==> src/rtl/microseq.sv <==
module microseq #(
  parameter int OP_W  = 6,
  parameter int UPC_W = 6
) (
  input  logic             clk,
  input  logic             rst_n,
  input  logic [OP_W-1:0]  opcode,
  input  logic             zero,
  input  logic             busy,
  output logic [16:0]      ctrl,
  output logic [UPC_W-1:0] upc
);
  localparam int CTRL_W = 17;
  localparam int JT_W   = 3;
  localparam int WORD_W = CTRL_W + JT_W;
  localparam logic [UPC_W-1:0] FETCH_PC = '0;

  localparam logic [2:0] J_NEXT = 3'd0, J_SPIN = 3'd1, J_FETCH = 3'd2,
                         J_DISP = 3'd3, J_FEQZ = 3'd4, J_FNEZ = 3'd5;
  localparam logic [4:0] L_NO = 5'b00000, L_IR = 5'b10000, L_A = 5'b01000,
                         L_B = 5'b00100, L_MA = 5'b00010, L_PC = 5'b00001;
  localparam logic [1:0] R_RS = 2'd0, R_RT = 2'd1, R_RD = 2'd2, R_LNK = 2'd3;
  localparam logic [2:0] S_NO = 3'd0, S_PC = 3'd1, S_REG = 3'd2, S_IMM = 3'd3,
                         S_ALU = 3'd4, S_MEM = 3'd5, S_IR = 3'd6;
  localparam logic [1:0] I_SX = 2'd0, I_SX2 = 2'd1;
  localparam logic [2:0] F_A = 3'd0, F_A4 = 3'd1, F_ADD = 3'd2, F_FUNC = 3'd3,
                         F_OPI = 3'd4, F_JT = 3'd5, F_B = 3'd6;

  function automatic logic [WORD_W-1:0] uw(
    input logic [2:0] jt, input logic [4:0] ld, input logic rw,
    input logic [1:0] rsel, input logic [2:0] src, input logic [1:0] im,
    input logic [2:0] fn, input logic mw);
    return {jt, ld, rw, rsel, src, im, fn, mw};
  endfunction

  function automatic logic [WORD_W-1:0] rom(input logic [UPC_W-1:0] a);
    case (int'(a))
      0:                      return uw(J_NEXT,  L_MA, 1'b0, R_RS,  S_PC,  I_SX,  F_A,    1'b0);
      1:                      return uw(J_SPIN,  L_IR, 1'b0, R_RS,  S_MEM, I_SX,  F_A,    1'b0);
      2, 22, 27, 30, 35, 39:  return uw(J_NEXT,  L_A,  1'b0, R_RS,  S_PC,  I_SX,  F_A,    1'b0);
      3:                      return uw(J_DISP,  L_PC, 1'b0, R_RS,  S_ALU, I_SX,  F_A4,   1'b0);
      4, 7, 10, 15, 20, 25, 33:
                              return uw(J_NEXT,  L_A,  1'b0, R_RS,  S_REG, I_SX,  F_A,    1'b0);
      5:                      return uw(J_NEXT,  L_B,  1'b0, R_RT,  S_REG, I_SX,  F_A,    1'b0);
      6:                      return uw(J_FETCH, L_NO, 1'b1, R_RD,  S_ALU, I_SX,  F_FUNC, 1'b0);
      8, 11, 16:              return uw(J_NEXT,  L_B,  1'b0, R_RS,  S_IMM, I_SX,  F_A,    1'b0);
      9:                      return uw(J_FETCH, L_NO, 1'b1, R_RT,  S_ALU, I_SX,  F_OPI,  1'b0);
      12, 17:                 return uw(J_NEXT,  L_MA, 1'b0, R_RS,  S_ALU, I_SX,  F_ADD,  1'b0);
      13:                     return uw(J_SPIN,  L_NO, 1'b1, R_RT,  S_MEM, I_SX,  F_A,    1'b0);
      18:                     return uw(J_SPIN,  L_NO, 1'b0, R_RT,  S_REG, I_SX,  F_A,    1'b1);
      21:                     return uw(J_FNEZ,  L_NO, 1'b0, R_RS,  S_NO,  I_SX,  F_A,    1'b0);
      26:                     return uw(J_FEQZ,  L_NO, 1'b0, R_RS,  S_NO,  I_SX,  F_A,    1'b0);
      23, 28:                 return uw(J_NEXT,  L_B,  1'b0, R_RS,  S_IMM, I_SX2, F_A,    1'b0);
      24, 29:                 return uw(J_FETCH, L_PC, 1'b0, R_RS,  S_ALU, I_SX,  F_ADD,  1'b0);
      31, 37:                 return uw(J_NEXT,  L_B,  1'b0, R_RS,  S_IR,  I_SX,  F_A,    1'b0);
      32, 38:                 return uw(J_FETCH, L_PC, 1'b0, R_RS,  S_ALU, I_SX,  F_JT,   1'b0);
      34:                     return uw(J_FETCH, L_PC, 1'b0, R_RS,  S_ALU, I_SX,  F_A,    1'b0);
      36, 41:                 return uw(J_NEXT,  L_NO, 1'b1, R_LNK, S_ALU, I_SX,  F_A,    1'b0);
      40:                     return uw(J_NEXT,  L_B,  1'b0, R_RS,  S_REG, I_SX,  F_A,    1'b0);
      42:                     return uw(J_FETCH, L_PC, 1'b0, R_RS,  S_ALU, I_SX,  F_B,    1'b0);
      default:                return uw(J_FETCH, L_NO, 1'b0, R_RS,  S_NO,  I_SX,  F_A,    1'b0);
    endcase
  endfunction

  function automatic logic [UPC_W-1:0] dispatch(input logic [OP_W-1:0] op);
    if (op[OP_W-1:3] == 3'b001) return UPC_W'(7);
    case (op)
      6'h00:   return UPC_W'(4);
      6'h23:   return UPC_W'(10);
      6'h2B:   return UPC_W'(15);
      6'h04:   return UPC_W'(20);
      6'h05:   return UPC_W'(25);
      6'h02:   return UPC_W'(30);
      6'h06:   return UPC_W'(33);
      6'h03:   return UPC_W'(35);
      6'h07:   return UPC_W'(39);
      default: return FETCH_PC;
    endcase
  endfunction

  logic [WORD_W-1:0] word;
  logic [JT_W-1:0]   jt;
  logic [UPC_W-1:0]  upc_inc, upc_nxt;

  assign word    = rom(upc);
  assign jt      = word[WORD_W-1 -: JT_W];
  assign ctrl    = word[CTRL_W-1:0];
  assign upc_inc = upc + UPC_W'(1);

  always_comb begin
    case (jt)
      J_NEXT:  upc_nxt = upc_inc;
      J_SPIN:  upc_nxt = busy ? upc : upc_inc;
      J_DISP:  upc_nxt = dispatch(opcode);
      J_FEQZ:  upc_nxt = zero ? FETCH_PC : upc_inc;
      J_FNEZ:  upc_nxt = zero ? upc_inc : FETCH_PC;
      default: upc_nxt = FETCH_PC;
    endcase
  end

  always_ff @(posedge clk or negedge rst_n)
    if (!rst_n) upc <= FETCH_PC;
    else        upc <= upc_nxt;

  assert_next_step_R2: assert property (@(posedge clk) disable iff (!rst_n)
    jt == J_NEXT |=> upc == $past(upc) + UPC_W'(1));

  assert_spin_hold_R3: assert property (@(posedge clk) disable iff (!rst_n)
    (jt == J_SPIN && busy) |=> $stable(upc));

  assert_spin_release_R3: assert property (@(posedge clk) disable iff (!rst_n)
    (jt == J_SPIN && !busy) |=> upc == $past(upc) + UPC_W'(1));

  assert_fetch_return_R4: assert property (@(posedge clk) disable iff (!rst_n)
    (jt == J_FETCH || jt > J_FNEZ) |=> upc == FETCH_PC);

  assert_cond_taken_R6: assert property (@(posedge clk) disable iff (!rst_n)
    ((jt == J_FEQZ && zero) || (jt == J_FNEZ && !zero)) |=> upc == FETCH_PC);

  assert_cond_fall_R6: assert property (@(posedge clk) disable iff (!rst_n)
    ((jt == J_FEQZ && !zero) || (jt == J_FNEZ && zero)) |=> upc == $past(upc) + UPC_W'(1));
endmodule

==> config.mk <==
export PLATFORM = sky130hd
export DESIGN_NAME = microseq
export DESIGN_NICKNAME = d
export VERILOG_FILES = /design/src/rtl/microseq.sv
export SDC_FILE = /design/constraint.sdc
export NUM_CORES = 1
export LEC_CHECK = 0
export ABC_CLOCK_PERIOD_IN_PS = 2210
export BUFFER_PORTS_ARGS = -buffer_cell sky130_fd_sc_hd__buf_2
export CORE_MARGIN = 3
export CORE_UTILIZATION = 49
export CTS_CLUSTER_DIAMETER = 200
export DETAILED_ROUTE_END_ITERATION = 10
export GPL_ROUTABILITY_DRIVEN = 0
export PLACE_DENSITY_LB_ADDON = 0.15
export SYNTH_ARGS = -nofsm -noshare
export SYNTH_HDL_FRONTEND = slang
export SYNTH_SLANG_ARGS = --single-unit
export TNS_END_PERCENT = 30
==> constraint.sdc <==
create_clock -name clk -period 2.21 [get_ports clk]
set_clock_uncertainty 0.05 [all_clocks]
set_input_delay 0.442 -clock clk [delete_from_list [all_inputs] [get_ports clk]]
set_output_delay 0.442 -clock clk [all_outputs]
set_load 0.005 [all_outputs]
==> flow_summary.ini <==
[pwr]
p_int_mw = 1.45
leakage_nw = 0.907
pwr-share-seq_pct = 8.9
powerDensity_nw_per_um2 = 1510
netSwitchingFraction_pct = 50.8
vdd_drop_max_v = 0.00118
pwr-share-comb_pct = 87.2
switchingPower_mw = 1.49
power_frac_clock_pct = 3.9

[clocking]
cts_tree = yes
cts-root-buf = clkbuf_4
clockBufferDepth = 2
clk_pin_slew_ps = 50
numCtsBuffers = 3
clock-sinks = 6
clk_latency_ps = 250
htree_levels = 1

[route]
wire_per_inst_um = 16.5
antenna_left = 0
vias_per_cell = 6.10
dr.pass1.iters = 4
detail_route.wirelength_um = 4650
drtIter0Drc = 186
drcViolationCount = 0
vias = 1719

[worst_setup_path]
cp_max_fo = 7
path_buf_inv = 3
endpoint_kind = primary output
crit_type = reg2out
cp.required_ps = 1720
start_kind = flop
crit_arrival_ps = 1820
crit_family = simple AND/OR/NAND/NOR gates
slowest_delay_ps = 350
path_cells = buf_6 -> clkinvlp_4 -> nand2_4 -> a21oi_4 -> a41o_1 -> or3_1 -> buf_2
cp_slowest_cell = dfrtp_1

[logic_synthesis]
async_reset_ff_share_pct = 100
synth_nets = 216
ys_seq_area_share_pct = 11.0
synth.avg_cell_area_um2 = 6.92
ys_types = 53
yosys_warnings = 0
syn_area_um2 = 1370
synth_flop_cell = dfrtp_1
synth-seq-cells = 6
synth-edff-count = 0
syn_inst = 198

[cells_and_area]
largest-register = upc
fin_area_um2 = 1940
final_nets = 271
diodes = 0
fillCellCount = 194
final_common_cell = buf_2
area_delta_synth_final_pct = 41.7
final_cell_mix = buf_2, buf_4, nand2_1
drive_gt1_share_pct = 40.9
largest_register_ffs = 6
top_regs = upc x6

[floorplanning]
initial_core_util_pct = 53.4
core-area_um2 = 2570
die_h_um = 58.9
die-width_um = 58.9
io_pins = 33
dieArea_um2 = 3470
rows = 18

[global_route]
grt_antenna_before_repair = 0
grt_pass1_wl_um = 7160
gr-total-overflow = 0
track_usage_pct = 26.2
grt_start_max_net_pins = 25
grt_pass1_vias = 1583

[placement]
numPortBuffers = 31
dpl_cell_area_um2 = 1640
place.detailed.hpwl_um = 3180

[timing]
rsz0062_at_grt = yes
hold_violations = 0
finalSetupViolCount = 7
period_share_pct = 105
fin_hold_ws_ps = 475
drv_slew = 0
fmax_mhz = 432
finalWorstSetupSlack_ps = -104
fin_crit_ps = 2310

[job]
maxCapViolCount = 0

[outcome]
outcome = finished, violations left
violations = negative setup slack

[hold_path]
hold_path_class = in2async
## cell usage after synthesis (2+ instances only)
library cell	n	area, µm²
and3_1	3	18.8
dfrtp_1	6	150
buf_6	2	22.5
ha_1	8	100
nand3_1	8	40.0
nand2_1	26	97.6
xor2_1	3	26.3
a211oi_1	3	22.5
o21ai_1	5	25.0
mux2i_1	17	170
nand4b_1	2	17.5
a21oi_1	19	95.1
nor2_1	15	56.3
o22ai_1	2	12.5
buf_1	2	7.51
nor2b_1	5	31.3
inv_1	8	30.0
clkbuf_1	9	33.8
o21ai_0	7	35.0
buf_2	2	10.0
o211ai_1	3	22.5
nor3_1	7	35.0
nand2b_1	6	37.5
## power by group through the flow
stage          Sequential [mW]  Combinational [mW]  Clock (mW)
6_report                 0.262                2.57       0.114
5_1_grt                  0.275                2.79       0.127
4_1_cts                  0.269                2.25       0.118
3_5_place_dp             0.259                2.03           0
3_3_place_gp             0.258                1.98           0
2_1_floorplan            0.235                1.40           0
## final cells by class
type                       instances  area [µm²]  area share [%]
tap                               30        37.5            1.93
multi-input combinational        167        1250            64.4
sequential                         6         156            8.05
clock buffer                       4        26.3            1.35
inverter                           9        42.5            2.19
timing repair buffer              66         429            22.1
## routing by layer
layer  global-route usage, %  wire length (µm)
met3                    2.41               328
met1                    34.2              1870
met2                    43.4              2360
met4                    12.3                97
met5                       0                 0
## kinds of logic after synthesis
kind of cell | after synthesis | synth area share, %
other | 1 | 0.274
xor gates and xnor gates | 4 | 2.56
DFF | 6 | 11.0
buffers and inverters | 25 | 8.40
muxes | 19 | 14.9
and+or+nand+nor | 81 | 30.2
AOI/OAI and AO/OA | 53 | 24.7
adders and majority gates | 9 | 8.04
## stage by stage
stage / cells / setup slack [ps] / setup TNS (ps) / power [mW] / utilization, %
floorplan: 198 / 14.1 / 0 / 1.63 / -
finish: 282 / -104 / -359 / 2.94 / 75.6
global placement: 263 / 73.6 / 0 / 2.24 / 63.7
detailed placement: 263 / 23.8 / 0 / 2.29 / 63.7
CTS: 271 / -70.2 / -143 / 2.64 / 70.1
global route: 282 / -185 / -1250 / 3.20 / 75.6
## worst reg2reg max path: stages, from the launching register on
cell and delay [ps]:
dfrtp_2 470, buf_4 170, ha_4 160, mux2_1 320, nand2_1 100, nand2_1 50
or4_4 490, mux2i_1 160
## worst paths after layout
check                              startpoint                  to  slack, ps  depth (start not counted)
setup / recovery           upc[2]$_DFFE_PN0P_             ctrl[2]       -100                          7
hold / removal                          rst_n  upc[2]$_DFFE_PN0P_        480                          2
setup reg to reg           upc[1]$_DFFE_PN0P_  upc[1]$_DFFE_PN0P_        100                          7
hold reg to reg            upc[5]$_DFFE_PN0P_  upc[5]$_DFFE_PN0P_        680                          2
max in group asynchronous               rst_n  upc[1]$_DFFE_PN0P_       1470                          2
min in group clk                    opcode[4]  upc[5]$_DFFE_PN0P_        480                          4
## repair_timing
item / 4_1_cts / 5_1_grt
hold buffers: 1 / 0
endpoints found under the setup margin: 13 / 12
endpoints found under the hold margin: 6 / 0
setup buffers: 3 / 11
resized for setup: 26 / 16
gates cloned: 0 / 0
pin swaps: 5 / 10
No activity file was read; power rests on OpenSTA's default activity.
